==> config.mk <==
export PLATFORM = sky130hd
export DESIGN_NAME = hc_irq_regs
export DESIGN_NICKNAME = d
export VERILOG_FILES = /design/src/rtl/hc_irq_pkg.sv /design/src/rtl/hc_irq_status.sv /design/src/rtl/hc_irq_mask.sv /design/src/rtl/hc_irq_gate.sv /design/src/rtl/hc_irq_regs.sv
export SDC_FILE = /design/constraint.sdc
export NUM_CORES = 1
export LEC_CHECK = 0
export ABC_AREA = 1
export CORE_MARGIN = 1.5
export CORE_UTILIZATION = 30
export CTS_CLUSTER_SIZE = 10
export DETAILED_ROUTE_END_ITERATION = 10
export PLACE_DENSITY = 0.63
export SYNTH_ARGS = -nofsm -noshare
export SYNTH_HDL_FRONTEND = slang
export SYNTH_SLANG_ARGS = --single-unit
==> constraint.sdc <==
create_clock -name clk -period 2.65 [get_ports clk]
set_input_delay 0.3975 -clock clk [delete_from_list [all_inputs] [get_ports clk]]
set_output_delay 0.3975 -clock clk [all_outputs]
set_load 0.05 [all_outputs]
==> src/rtl/hc_irq_pkg.sv <==
package hc_irq_pkg;
  localparam int REG_W      = 32;
  localparam int ADDR_W     = 2;
  localparam int GATE_BIT   = REG_W - 1;
  localparam logic [REG_W-1:0] STAT_USED_DEF = 32'h4000_007F;

  typedef enum logic [ADDR_W-1:0] {
    RA_STATUS = 2'd0,
    RA_ENSET  = 2'd1,
    RA_ENCLR  = 2'd2,
    RA_RSVD   = 2'd3
  } reg_addr_e;

  // next pending value: clears first, then new events override
  function automatic logic [REG_W-1:0] f_status_next(
      input logic [REG_W-1:0] cur, input logic [REG_W-1:0] set,
      input logic [REG_W-1:0] clr, input logic [REG_W-1:0] used);
    return ((cur & ~clr) | set) & used;
  endfunction

  function automatic logic [REG_W-1:0] f_mask_next(
      input logic [REG_W-1:0] cur, input logic [REG_W-1:0] set,
      input logic [REG_W-1:0] clr, input logic [REG_W-1:0] used);
    return ((cur | (set & used)) & ~clr);
  endfunction

  function automatic logic f_irq(input logic [REG_W-1:0] stat,
                                 input logic [REG_W-1:0] mask);
    logic [REG_W-2:0] hits;
    hits = stat[REG_W-2:0] & mask[REG_W-2:0];
    return mask[GATE_BIT] & (|hits);
  endfunction
endpackage

==> src/rtl/hc_irq_status.sv <==
module hc_irq_status
  import hc_irq_pkg::*;
#(
  parameter logic [REG_W-1:0] USED = STAT_USED_DEF
) (
  input  logic             clk,
  input  logic             rst,
  input  logic [REG_W-1:0] set_i,
  input  logic [REG_W-1:0] clr_i,
  output logic [REG_W-1:0] stat_o
);
  logic [REG_W-1:0] stat_q;

  always_ff @(posedge clk) begin
    if (rst) stat_q <= '0;
    else     stat_q <= f_status_next(stat_q, set_i, clr_i, USED);
  end

  assign stat_o = stat_q;

  // a clear with no competing event empties the bit
  p_w1c_r3: assert property (@(posedge clk) disable iff (rst)
    (clr_i != '0) |=> ((stat_q & $past(clr_i & ~set_i)) == '0));

  // an event is never lost, even against a clear
  p_set_wins_r4: assert property (@(posedge clk) disable iff (rst)
    ((set_i & USED) != '0) |=> ((stat_q & $past(set_i & USED)) == $past(set_i & USED)));

  // unassigned bits stay zero
  p_unused_zero_r8: assert property (@(posedge clk) disable iff (rst)
    1'b1 |=> ((stat_q & ~USED) == '0));
endmodule

==> src/rtl/hc_irq_mask.sv <==
module hc_irq_mask
  import hc_irq_pkg::*;
#(
  parameter logic [REG_W-1:0] USED = STAT_USED_DEF | (32'h1 << GATE_BIT)
) (
  input  logic             clk,
  input  logic             rst,
  input  logic [REG_W-1:0] set_i,
  input  logic [REG_W-1:0] clr_i,
  output logic [REG_W-1:0] mask_o
);
  logic [REG_W-1:0] mask_q;

  always_ff @(posedge clk) begin
    if (rst) mask_q <= '0;
    else     mask_q <= f_mask_next(mask_q, set_i, clr_i, USED);
  end

  assign mask_o = mask_q;

  // set port raises the writable bits named
  p_mask_set_r5: assert property (@(posedge clk) disable iff (rst)
    ((set_i != '0) && (clr_i == '0)) |=>
      ((mask_q & $past(set_i & USED)) == $past(set_i & USED)));

  // clear port drops the bits named
  p_mask_clr_r6: assert property (@(posedge clk) disable iff (rst)
    (clr_i != '0) |=> ((mask_q & $past(clr_i)) == '0));

  // untouched bits hold
  p_mask_hold_r6: assert property (@(posedge clk) disable iff (rst)
    ((set_i == '0) && (clr_i == '0)) |=> $stable(mask_q));

  // only writable bits can be set
  p_mask_used_r8: assert property (@(posedge clk) disable iff (rst)
    1'b1 |=> ((mask_q & ~USED) == '0));
endmodule

==> src/rtl/hc_irq_gate.sv <==
module hc_irq_gate
  import hc_irq_pkg::*;
(
  input  logic [REG_W-1:0] stat_i,
  input  logic [REG_W-1:0] mask_i,
  output logic             irq_o
);
  assign irq_o = f_irq(stat_i, mask_i);
endmodule

==> src/rtl/hc_irq_regs.sv <==
module hc_irq_regs
  import hc_irq_pkg::*;
#(
  parameter logic [REG_W-1:0] STAT_USED = STAT_USED_DEF
) (
  input  logic              clk,
  input  logic              rst,
  input  logic [ADDR_W-1:0] bus_addr,
  input  logic              bus_wr,
  input  logic [REG_W-1:0]  bus_wdata,
  output logic [REG_W-1:0]  bus_rdata,
  input  logic [REG_W-1:0]  evt_i,
  output logic              irq_o
);
  localparam logic [REG_W-1:0] MASK_USED = STAT_USED | (32'h1 << GATE_BIT);

  reg_addr_e        addr_e;
  logic [REG_W-1:0] stat_clr, mask_set, mask_clr;
  logic [REG_W-1:0] stat_w, mask_w;

  assign addr_e   = reg_addr_e'(bus_addr);
  assign stat_clr = (bus_wr && addr_e == RA_STATUS) ? bus_wdata : '0;
  assign mask_set = (bus_wr && addr_e == RA_ENSET)  ? bus_wdata : '0;
  assign mask_clr = (bus_wr && addr_e == RA_ENCLR)  ? bus_wdata : '0;

  hc_irq_status #(.USED(STAT_USED)) u_status (
    .clk(clk), .rst(rst), .set_i(evt_i), .clr_i(stat_clr), .stat_o(stat_w)
  );

  hc_irq_mask #(.USED(MASK_USED)) u_mask (
    .clk(clk), .rst(rst), .set_i(mask_set), .clr_i(mask_clr), .mask_o(mask_w)
  );

  hc_irq_gate u_gate (.stat_i(stat_w), .mask_i(mask_w), .irq_o(irq_o));

  always_comb begin
    unique case (addr_e)
      RA_STATUS:         bus_rdata = stat_w;
      RA_ENSET, RA_ENCLR: bus_rdata = mask_w;
      default:           bus_rdata = '0;
    endcase
  end

  // gate bit low keeps the line quiet
  p_gate_r10: assert property (@(posedge clk) disable iff (rst)
    !mask_w[GATE_BIT] |-> !irq_o);

  // a raised line always has a pending, enabled source
  p_source_r9: assert property (@(posedge clk) disable iff (rst)
    irq_o |-> ((stat_w & mask_w & STAT_USED) != '0));

  // reset empties everything on the next cycle
  p_reset_r1: assert property (@(posedge clk)
    rst |=> (stat_w == '0 && mask_w == '0 && !irq_o));
endmodule

==> load_flow_metrics.sql <==
INSERT INTO impl_metrics (metric_group, metric, value, unit) VALUES
('run_status', 'outcome', 'finished clean', ''),
('power', 'peakVddDrop', '0.245', 'mV'),
('logic_synthesis', 'synthesized_cell_area', '1900', 'um^2'),
('power', 'switch_share', '25.2', '%'),
('setup_path', 'arrival', '2.04', 'ns'),
('clock_network', 'h-tree-depth', '2', ''),
('placed_design', 'io_buffer_count', '77', ''),
('setup_path', 'max_stage_delay', '0.51', 'ns'),
('placed_design', 'dpl.cell_count', '432', ''),
('logic_synthesis', 'synthSimpleGateAreaFrac', '27.3', '%'),
('global_route', 'gr-usage-met1', '18.4', '%'),
('timing', 'timing.final.hold_violations', '0', ''),
('power', 'seqPwrFrac', '49.8', '%'),
('logic_synthesis', 'top_cell_type_by_total_area_after_synthesis', 'dfxtp_1', ''),
('logic_synthesis', 'synth_top_area_share', '42.2', '%'),
('global_route', 'grt_use_total', '15.2', '%'),
('setup_path', 'critPathLaunchType', 'input pin', ''),
('logic_synthesis', 'yosys-mux-area-fraction', '0', '%'),
('drt', 'wl_per_cell', '10.9', 'um'),
('power', 'power.share.clock', '32.7', '%'),
('cells_and_area', 'layout.cell_area.non_filler', '3140', 'um^2'),
('floorplan', 'floorplan.core_area', '6030', 'um^2'),
('clock_network', 'max-clock-path-buffers', '2', ''),
('timing', 'final.period_utilization', '91.8', '%'),
('logic_synthesis', 'edff_count_synth', '0', ''),
('placed_design', 'gp_congestion', '0.770', ''),
('clock_network', 'clk_pin_slew', '0.07', 'ns'),
('logic_synthesis', 'distinct_cell_type_count_after_synthesis', '16', ''),
('drt', 'drt_pre_antenna_iters', '4', ''),
('floorplan', 'effective_utilization_at_floorplan', '31.5', '%'),
('global_route', 'number_of_antenna_violations_at_the_first_check_in_global_routing', '0', ''),
('global_route', 'grt_util_met2', '25.2', '%'),
('floorplan', 'die-area', '6800', 'um^2'),
('setup_path', 'worstPathCellList', 'clkdlybuf4s50_1, inv_1, ha_1, buf_12, nand2_1, a21oi_1, buf_12', ''),
('floorplan', 'die_y', '82.5', 'um'),
('cells_and_area', 'postLayoutCoreUtil', '52.1', '%'),
('clock_network', 'tritoncts', 'done', ''),
('placed_design', 'placed_area', '3040', 'um^2'),
('clock_network', 'tritoncts.num_buffers', '5', ''),
('run', 'cap_viol_max_count', '0', ''),
('global_route', 'use_met3', '3.96', '%'),
('power', 'power.density_cell_area', '399', 'nW/um^2'),
('cells_and_area', 'design.final.nets', '437', ''),
('logic_synthesis', 'synthTopCellsByArea', 'dfxtp_1 (42%), nand2_1 (16%), inv_1 (13%), nand3_1 (6.1%), a21oi_1 (4.5%)', ''),
('timing', 'setup-tns-final', '0', 'ns'),
('clock_network', 'cts-resized-gates', '0', ''),
('logic_synthesis', 'yosys_warnings', '0', ''),
('global_route', 'via_count_of_the_first_global_routing_pass', '1802', ''),
('logic_synthesis', 'synth_top_family_by_area', 'simple AND/OR/NAND/NOR gates', ''),
('cells_and_area', 'layout-area-overhead-vs-synth', '65.5', '%'),
('power', 'cell_internal_pwr', '0.000936', 'W'),
('placed_design', 'dp_hpwl', '3.48', 'mm'),
('power', 'total_leakage_power', '1.64', 'nW'),
('clock_network', 'hold_buffers', '0', ''),
('cells_and_area', 'post_route_cells_drive_above_1_share', '13.4', '%'),
('logic_synthesis', 'synthAdderAreaFrac', '2.64', '%'),
('clock_network', 'postCtsSetupRepairBufs', '0', ''),
('drt', 'detail_route.drc_violations', '0', ''),
('setup_path', 'worst-setup-path-type', 'input pin to output pin', ''),
('cells_and_area', 'antennaDiodeCount', '0', ''),
('clock_network', 'tritoncts_num_sinks', '40', ''),
('cells_and_area', 'final-instance-count-excl-fill', '440', ''),
('setup_path', 'path_common_cell', 'buf_12', ''),
('clock_network', 'worstSkewPairLatency', '0.28', 'ns'),
('drt', 'viasPerCell', '4.40', ''),
('drt', 'drt_iter0_drc', '71', ''),
('logic_synthesis', 'postSynthNetCount', '361', ''),
('timing', 'final.setup_skew', '0', 'ns'),
('floorplan', 'chip_width', '82.5', 'um'),
('cells_and_area', 'nFillCells', '590', ''),
('timing', 'final_period_minus_worst_setup_slack', '2.43', 'ns');
==> flip-flops by register name (all words and copies together) (netlist names) <==
| register | count |
|---|---|
| u_mask.mask_o | 32 |
| u_status.stat_o | 8 |
==> critical path: cells and delay by family <==
kind	cells	cell delay, ns
adders and majority gates	1	0.39
buffers and inverters	4	0.93
AOI/OAI and AO/OA	1	0.26
and+or+nand+nor	1	0.05
==> final cells by class <==
type	instances	area (um^2)	share of cell area, %
clock buffer	6	82.6	2.63
inverter	69	262	8.34
multi-input combinational	167	742	23.7
sequential	40	801	25.5
tap	75	93.8	2.99
clock inverter	2	10.0	0.319
timing repair buffer	81	1150	36.5
==> path summary, 6_finish.rpt <==
path                            cells after the start  slack, ns               from                end
worst min register to register                      2       0.45  u_mask.mask_o[10]  u_mask.mask_o[10]
worst min-delay path                                2       0.45  u_mask.mask_o[10]  u_mask.mask_o[10]
worst max register to register                      4       1.94  u_mask.mask_o[31]  u_mask.mask_o[31]
worst max-delay path                                7       0.22        bus_addr[0]       bus_rdata[4]
==> routing by layer <==
metal | vias to the layer above | routed length [um]
met5 | - | 0
met4 | 0 | 123
met3 | 14 | 389
met2 | 74 | 2180
met1 | 848 | 2100
li1 | 999 | -
==> cell families (layout without fill, tap and decap cells) <==
kind of cell,after synthesis,count (layout)
compound gates,35,35
fa+ha+maj,4,4
buf+inv,81,158
flops,40,40
simple gates,128,128
==> power by group through the flow <==
stage	Combinational [W]	Clock [W]	Sequential (W)
after global routing	0.000238	0.000458	0.000626
after global placement	0.000218	0	0.000637
after detailed placement	0.000220	0	0.000637
after CTS	0.000222	0.000431	0.000623
final	0.000219	0.000410	0.000624
after floorplan	0.0000974	0	0.000635
==> placed cells by master, fill, tap and decap left out, types with 8 or more instances in the layout <==
cell type,netlist,routed
inv_1,67,67
clkdlybuf4s50_1,0,45
dfxtp_1,40,40
o21ai_0,10,10
nand2_1,83,83
o21ai_1,8,8
nand3_1,23,23
nor2_1,19,19
a21oi_1,17,17
buf_12,0,34
==> through the flow <==
| step | setup WS, ns | hold WS, ns | power (W) |
|---|---|---|---|
| 2_1_floorplan | 0.495 | 0.432 | 0.000732 |
| 3_3_place_gp | 0.232 | 0.440 | 0.000855 |
| 3_5_place_dp | 0.202 | 0.443 | 0.000858 |
| 4_1_cts | 0.183 | 0.455 | 0.00128 |
| 5_1_grt | 0.0881 | 0.473 | 0.00132 |
| 6_report | 0.216 | 0.453 | 0.00125 |
No activity file was read; power rests on OpenSTA's default activity.
